`src/rtl/load_store_alu.sv`:
```
module load_store_alu #(
  parameter int WIDTH = 32
) (
  input  logic             clk,
  input  logic             rst,
  input  logic [3:0]       op,
  input  logic [WIDTH-1:0] src_a,
  input  logic [WIDTH-1:0] src_b,
  input  logic [WIDTH-1:0] src_acc,
  input  logic             set_flags,
  input  logic             shift_carry,
  output logic [WIDTH-1:0] result,
  output logic             wr_en,
  output logic [WIDTH-1:0] status
);

  localparam int MSB = WIDTH - 1;

  localparam logic [3:0] OP_AND = 4'b0000;
  localparam logic [3:0] OP_XOR = 4'b0001;
  localparam logic [3:0] OP_SUB = 4'b0010;
  localparam logic [3:0] OP_RSB = 4'b0011;
  localparam logic [3:0] OP_ADD = 4'b0100;
  localparam logic [3:0] OP_ADC = 4'b0101;
  localparam logic [3:0] OP_SBC = 4'b0110;
  localparam logic [3:0] OP_MAC = 4'b0111;
  localparam logic [3:0] OP_TST = 4'b1000;
  localparam logic [3:0] OP_TEQ = 4'b1001;
  localparam logic [3:0] OP_CMP = 4'b1010;
  localparam logic [3:0] OP_CMN = 4'b1011;
  localparam logic [3:0] OP_ORR = 4'b1100;
  localparam logic [3:0] OP_MOV = 4'b1101;
  localparam logic [3:0] OP_BIC = 4'b1110;
  localparam logic [3:0] OP_MVN = 4'b1111;

  logic [3:0]       flags_q;   // N Z C V
  logic [3:0]       flags_d;
  logic [WIDTH-1:0] add_x, add_y;
  logic             add_cin;
  logic [WIDTH:0]   add_sum;
  logic             add_v;
  logic             is_arith, is_mac, is_cmp;
  logic [WIDTH-1:0] mac_val;

  assign status  = {flags_q, {(WIDTH-4){1'b0}}};
  assign is_cmp  = (op[3:2] == 2'b10);
  assign is_mac  = (op == OP_MAC);
  assign wr_en   = !is_cmp;

  always_comb begin
    is_arith = 1'b1;
    add_x    = src_a;
    add_y    = src_b;
    add_cin  = 1'b0;
    case (op)
      OP_SUB, OP_CMP: begin add_y = ~src_b; add_cin = 1'b1; end
      OP_RSB:         begin add_x = src_b; add_y = ~src_a; add_cin = 1'b1; end
      OP_ADC:         add_cin = flags_q[1];
      OP_SBC:         begin add_y = ~src_b; add_cin = flags_q[1]; end
      OP_ADD, OP_CMN: ;
      default:        is_arith = 1'b0;
    endcase
  end

  assign add_sum = {1'b0, add_x} + {1'b0, add_y} + {{WIDTH{1'b0}}, add_cin};
  assign add_v   = (add_x[MSB] == add_y[MSB]) && (add_sum[MSB] != add_x[MSB]);
  assign mac_val = src_a * src_b + src_acc;

  always_comb begin
    case (op)
      OP_AND, OP_TST: result = src_a & src_b;
      OP_XOR, OP_TEQ: result = src_a ^ src_b;
      OP_ORR:         result = src_a | src_b;
      OP_BIC:         result = src_a & ~src_b;
      OP_MOV:         result = src_b;
      OP_MVN:         result = ~src_b;
      OP_MAC:         result = mac_val;
      default:        result = add_sum[MSB:0];
    endcase
  end

  always_comb begin
    flags_d[3] = result[MSB];
    flags_d[2] = (result == '0);
    if (is_arith) begin
      flags_d[1] = add_sum[WIDTH];
      flags_d[0] = add_v;
    end else if (is_mac) begin
      flags_d[1:0] = flags_q[1:0];
    end else begin
      flags_d[1] = shift_carry;
      flags_d[0] = flags_q[0];
    end
  end

  always_ff @(posedge clk) begin
    if (rst)                       flags_q <= 4'b0000;
    else if (set_flags || is_cmp)  flags_q <= flags_d;
  end

  assert_cmp_no_write_R7: assert property (@(posedge clk) disable iff (rst)
    (op[3:2] == 2'b10) |-> !wr_en);

  assert_hold_R12: assert property (@(posedge clk) disable iff (rst)
    (!set_flags && op[3:2] != 2'b10) |=> $stable(status));

  assert_low_bits_zero_R9: assert property (@(posedge clk) disable iff (rst)
    status[WIDTH-5:0] == '0);

  assert_logic_keeps_v_R11: assert property (@(posedge clk) disable iff (rst)
    (set_flags && (op == OP_ORR || op == OP_MOV || op == OP_BIC || op == OP_MVN))
      |=> status[WIDTH-4] == $past(status[WIDTH-4]));

  assert_mac_keeps_cv_R8: assert property (@(posedge clk) disable iff (rst)
    (set_flags && op == OP_MAC) |=> status[WIDTH-3:WIDTH-4] == $past(status[WIDTH-3:WIDTH-4]));

  assert_add_sum_R1: assert property (@(posedge clk) disable iff (rst)
    (op == OP_ADD) |-> result == src_a + src_b);

  assert_reset_clears_R13: assert property (@(posedge clk)
    rst |=> status == '0);

endmodule

```
`config.mk`:
```
export PLATFORM = sky130hd
export DESIGN_NAME = load_store_alu
export DESIGN_NICKNAME = d
export VERILOG_FILES = /design/src/rtl/load_store_alu.sv
export SDC_FILE = /design/constraint.sdc
export NUM_CORES = 2
export LEC_CHECK = 0
export CELL_PAD_IN_SITES_DETAIL_PLACEMENT = 0
export CELL_PAD_IN_SITES_GLOBAL_PLACEMENT = 2
export CORE_ASPECT_RATIO = 1.2
export CORE_MARGIN = 2
export CORE_UTILIZATION = 37
export DETAILED_ROUTE_END_ITERATION = 12
export PLACE_DENSITY = 0.83
export SLEW_MARGIN = 20
export SYNTH_ARGS = -nofsm -noshare
export SYNTH_HDL_FRONTEND = slang
export SYNTH_SLANG_ARGS = --single-unit
```
`constraint.sdc`:
```
create_clock -name clk -period 13.9 [get_ports clk]
set_input_delay 2.78 -clock clk [delete_from_list [all_inputs] [get_ports clk]]
set_output_delay 2.78 -clock clk [all_outputs]
set_load 0.05 [all_outputs]
```
### After elaboration in Yosys (flattened, before gate mapping)

Index checks and enable logic that the tools add are counted.

| word-level totals | value |
|---|---|
| flip-flop bits (word level) | 4 |
| bits in read-only memories | 0 |
| input port bits | 104 |
| memories kept | 0 |
| latch bits | 0 |
| RAM bits | 0 |

| cells by class | value |
|---|---|
| bitwise logic cells | 6 |
| multipliers | 1 |
| divide/modulo/power cells | 0 |
| equal/unequal tests | 19 |
| magnitude comparators | 0 |
| shifts and indexed selects | 0 |
| add/sub/neg operators | 3 |
| reductions and logical operators | 13 |
| mux-type cells | 7 |

Operators by type and width:

| kind | count |
|---|---|
| 32-bit one-hot mux with 7 select lines | 1 |
| 32-bit AND | 2 |
| 32-bit NOT | 2 |
| 32-bit one-hot mux with 2 select lines | 1 |
| 32-bit by 32-bit adder with 33-bit output | 1 |
| 33-bit by 1-bit adder with 33-bit output | 1 |
| 32-bit adder | 1 |
| 4-bit == test, second input constant | 8 |
| 32-bit logical NOT | 1 |
| 32-bit by 32-bit multiplier with 32-bit output | 1 |
| 32-bit 2-to-1 mux | 1 |
| 32-bit bitwise OR | 1 |
| 32-bit bitwise XOR | 1 |
| 4-bit by 3-bit == test with 1-bit output, second input constant | 4 |
| 4-bit by 2-bit == test with 1-bit output, second input constant | 2 |
| 7-bit OR reduction | 1 |
| 2-bit OR reduction | 3 |
| 3-bit OR reduction | 2 |
| 4-bit by 1-bit == test with 1-bit output, second input constant | 1 |
| 4-bit logical NOT | 1 |
| 2-bit 2-to-1 mux | 2 |
| 2-bit AND reduction | 2 |
| 2-bit == test, second input constant | 1 |
| 2-bit != test, second input constant | 1 |
| other kinds (7) | 7 |

### Depth between registers and ports, before layout

| depth | value |
|---|---|
| depth in word-level cells | 8 |
| depth in mapped cells | 33 |

### Worst setup path before layout

OpenSTA, ideal clock, no wires.

| timing | value |
|---|---|
| kind | in2out |
| start point | input port src_b[1] |
| end point | output port result[31] |
| data arrival time | 10.337 ns |
| data required time | 11.120 ns |
| stages on the path | 29 |
| path buffers | 5 |
| path slack | 0.783 ns |
| cells stage by stage | clkbuf_1 -> clkbuf_1 -> clkbuf_1 -> nand2_1 -> fa_1 -> fa_1 -> inv_1 -> fa_1 -> inv_1 -> fa_1 -> inv_1 -> fa_1 -> fa_1 -> fa_1 -> inv_1 -> fa_1 -> inv_1 -> ha_1 -> clkbuf_1 -> nand4_1 -> or3_1 -> nor3b_1 -> a221o_1 -> o221ai_1 -> o21ai_0 -> xnor2_1 -> a21oi_1 -> a2111oi_2 -> buf_4 |

| between the ends | value |
|---|---|
| word-level cells in the longest chain between the ends | 5 |
| elaborated cells between the ends (all ways) | 8 |

RTL lines:

| item | RTL line | RTL |
|---|---|---|
| start, declared | 8 | `input logic [WIDTH-1:0] src_b,` |
| branches (longest 4 deep; another with 32-bit by 32-bit multiplier with 32-bit output) | - |  |
| 32-bit one-hot mux with 7 select lines (*) | 70 | `case (op)` |
| end, declared | 12 | `output logic [WIDTH-1:0] result,` |

Every way passes the cells marked *.

### Worst setup path in the final report

| timing | value |
|---|---|
| start point | input port src_a[20] |
| end point | output port result[28] |

| between the ends | value |
|---|---|
| word-level cells in the longest chain between the ends | 5 |
| elaborated cells between the ends (all ways) | 8 |

RTL lines:

| item | RTL line | RTL |
|---|---|---|
| start, declared | 7 | `input logic [WIDTH-1:0] src_a,` |
| branches (longest 4 deep; another with 32-bit by 32-bit multiplier with 32-bit output) | - |  |
| 32-bit one-hot mux with 7 select lines (*) | 70 |  |

Marks and branches as above.

==> flow_summary.json <==
{
  "drv_cap": 0,
  "wirelength_mm": 99.50,
  "drt_pre_antenna_iters": 6,
  "vias": 21272,
  "worst_pin_slew_ns": 1.008,
  "path_class": "primary input to primary output",
  "largest-register": "flags_q",
  "start_util_pct": 37.19,
  "gr-usage-all-layers_pct": 31.79,
  "port_buffers": 140,
  "cp_slowest_cell": "clkdlybuf4s50_1",
  "r2r_slack_ns": 8.84,
  "clock-sinks": 4,
  "avgRoutedWirePerCell_um": 25.86,
  "numCtsBuffers": 3,
  "final_layout_size_suffix_gt1_share_pct": 8.097,
  "clk_path_buf_depth": 2,
  "yosys_warnings": 0,
  "ioPinCount": 169,
  "final_antenna_net_count": 0,
  "hold_viol": 0,
  "cts-root-buf": "clkbuf_16",
  "synth_edf_count": 0,
  "dpl.hpwl_mm": 83.26,
  "dieArea_um2": 62880,
  "yosys.cell_types.count": 88,
  "syn_inst": 2905,
  "status": "finished clean",
  "fin_skew_ns": 0.0003659,
  "first_global_vias": 22083,
  "drcViolationCount": 0,
  "required_ns": 11.12,
  "gp_congestion": 1.004,
  "hold_buffers": 0,
  "clk_latency_ns": 0.22,
  "ys.flop_type": "dfxtp_1",
  "ys_seq_area_share_pct": 0.3555,
  "h-tree-depth": 1,
  "final_cell_count_no_fill": 3847,
  "die_h_um": 274.3,
  "nNetsFinal": 3787,
  "place_inst": 3839,
  "arrival_ns": 10.87,
  "die_x_um": 229.2,
  "syn_to_final_growth_pct": 14.38,
  "slew-limit-headroom_pct": 32.65,
  "antenna_found_initial": 1,
  "rsz0062_at_grt": "no",
  "cp_top_family": "adder cells",
  "routed_via_density": 5.530,
  "largest_reg_flops": 4,
  "clk_pin_slew_worst_paths_ns": 0.03,
  "ys_seq_elements": 4,
  "grt_max_degree": 61,
  "fin_area_um2": 25760,
  "drt-initial-drc-count": 2174,
  "cp_common_cell": "fa_1",
  "path_buf_inv": 7,
  "cp-start-kind": "primary input",
  "core_region_area_um2": 60570,
  "dpl_cell_area_um2": 25590,
  "maxSlewViolCount": 0,
  "fmax_mhz": 73.25,
  "cp-end-kind": "primary output",
  "avgSynthCellArea_um2": 7.754,
  "syn_area_um2": 22530,
  "grt_pass1_wl_mm": 147.2,
  "cts_tree": "built",
  "worstHoldPathType": "flop to flop",
  "period_needed_ns": 13.65,
  "cp_max_fo": 10,
  "grt_overflow": 0,
  "synthArstFlopShare_pct": 0,
  "max_stage_delay_ns": 0.61,
  "post-route-period-util_pct": 98.21,
  "num_rows": 99,
  "top_regs": "flags_q x4",
  "finalSetupViolations": 0
}
## worst reg2reg max path: cells and delay by family, from the launching register on
family	cells	cell delay, ns
AND/OR/NAND/NOR	6	1.64
adder cells (fa/ha/maj)	2	0.96
flip-flops	1	0.52
AO/OA/AOI/OAI	6	1.61
multiplexers	1	0.25
## area by class of cell
| cell class | instances | area (µm²) |
|---|---|---|
| fill | 6261 | 34810 |
| multi-input combinational | 2148 | 19550 |
| tap | 808 | 1011 |
| antenna | 1 | 2.502 |
| timing repair buffer | 310 | 2880 |
| sequential | 4 | 80.08 |
| clock buffer | 3 | 75.07 |
| inverter | 573 | 2166 |
## cells in the final DEF, fill, tap and decap left out, types with 8 or more instances in the layout
| cell type | instances |
|---|---|
| inv_1 | 554 |
| fa_1 | 440 |
| nor2_1 | 368 |
| nand2_1 | 333 |
| ha_1 | 203 |
| buf_4 | 170 |
| o21ai_0 | 147 |
| clkdlybuf4s50_1 | 113 |
| a21oi_1 | 86 |
| xnor2_1 | 62 |
| a22oi_1 | 48 |
| xor2_1 | 38 |
| nor3_1 | 31 |
| conb_1 | 28 |
| a21o_1 | 22 |
| buf_12 | 21 |
| o211ai_1 | 19 |
| nand3_1 | 18 |
| mux2i_1 | 17 |
| nand2b_1 | 15 |
| o22ai_1 | 15 |
| a211oi_1 | 13 |
| clkinv_1 | 13 |
| mux2_2 | 12 |
| nor2b_1 | 11 |
| o21a_1 | 11 |
| or3_1 | 10 |
| nand4_1 | 10 |
| a31oi_1 | 10 |
| nor3b_1 | 9 |
| a221oi_1 | 9 |
| a211o_1 | 8 |
| o21bai_1 | 8 |
## synthesized netlist by cell type (all sizes together) (8+ instances only)
master	count	area, µm²
ha	203	2540
a22oi	48	360.4
a221oi	10	93.84
a211oi	16	130.1
nand2	333	1250
nand2b	15	93.84
xnor2	62	543.0
buf	76	427.9
nor3b	9	67.56
nor2b	12	82.58
a21o	23	173.9
clkinv	15	56.30
o21a	11	82.58
inv	558	2095
a31oi	10	62.56
clkbuf	131	491.7
nor3	35	175.2
o21ai	152	760.7
fa	440	8808
nand3	18	90.09
xor2	38	332.8
a21oi	88	440.4
o211ai	19	142.6
o21bai	8	60.06
or3	10	62.56
a211o	8	70.07
nand4	10	62.56
mux2	12	135.1
o22ai	15	93.84
mux2i	17	170.2
nor2	371	1400
## through the flow
| step | setup WS, ns | TNS (ns) | hold WS, ns | util, % |
|---|---|---|---|---|
| 2_1_floorplan | 0.7830 | 0 | 0.7039 | - |
| 3_3_place_gp | -0.2180 | -0.4528 | 0.4732 | 42.24 |
| 3_5_place_dp | -0.1730 | -0.2830 | 0.4809 | 42.24 |
| 4_1_cts | 0.02032 | 0 | 0.4884 | 42.37 |
| 5_1_grt | 0.002816 | 0 | 0.5055 | 42.53 |
| 6_report | 0.2481 | 0 | 0.4847 | 42.53 |
## path summary, 6_finish.rpt
kind | start | to | cells past startpoint
min reg2reg | flags_q[2] | flags_q[2] | 2
min | flags_q[2] | flags_q[2] | 2
max | src_a[20] | result[28] | 25
max reg2reg | flags_q[1] | flags_q[2] | 15
## layer usage
layer  wire length [µm]  part of all wire, %  track usage (%)
met1              42560                   43            43.86
met2              45240                   45            51.48
met3               7351                  7.4            3.515
met4               4343                  4.4            11.81
met5                 11                0.011                0
## logic make-up after synthesis
family / after synthesis / share of synthesized area, %
other: 1 / 0.01665
buffers and inverters: 780 / 13.63
AOI/OAI and AO/OA: 482 / 13.98
muxes: 29 / 1.355
DFF: 4 / 0.3555
xor gates and xnor gates: 101 / 3.988
adders and majority gates: 643 / 50.38
and+or+nand+nor: 865 / 16.30
## what timing repair did
item	4_1_cts	5_1_grt
buffers inserted	0	4
endpoints found under the setup margin	3	6
pin swaps	0	2
hold endpoints to repair	0	0
gates resized for setup	1	16
Power is left out: the tool's default activity adds up to more than one toggle a clock period on the data nets, which glitch-free logic cannot reach.
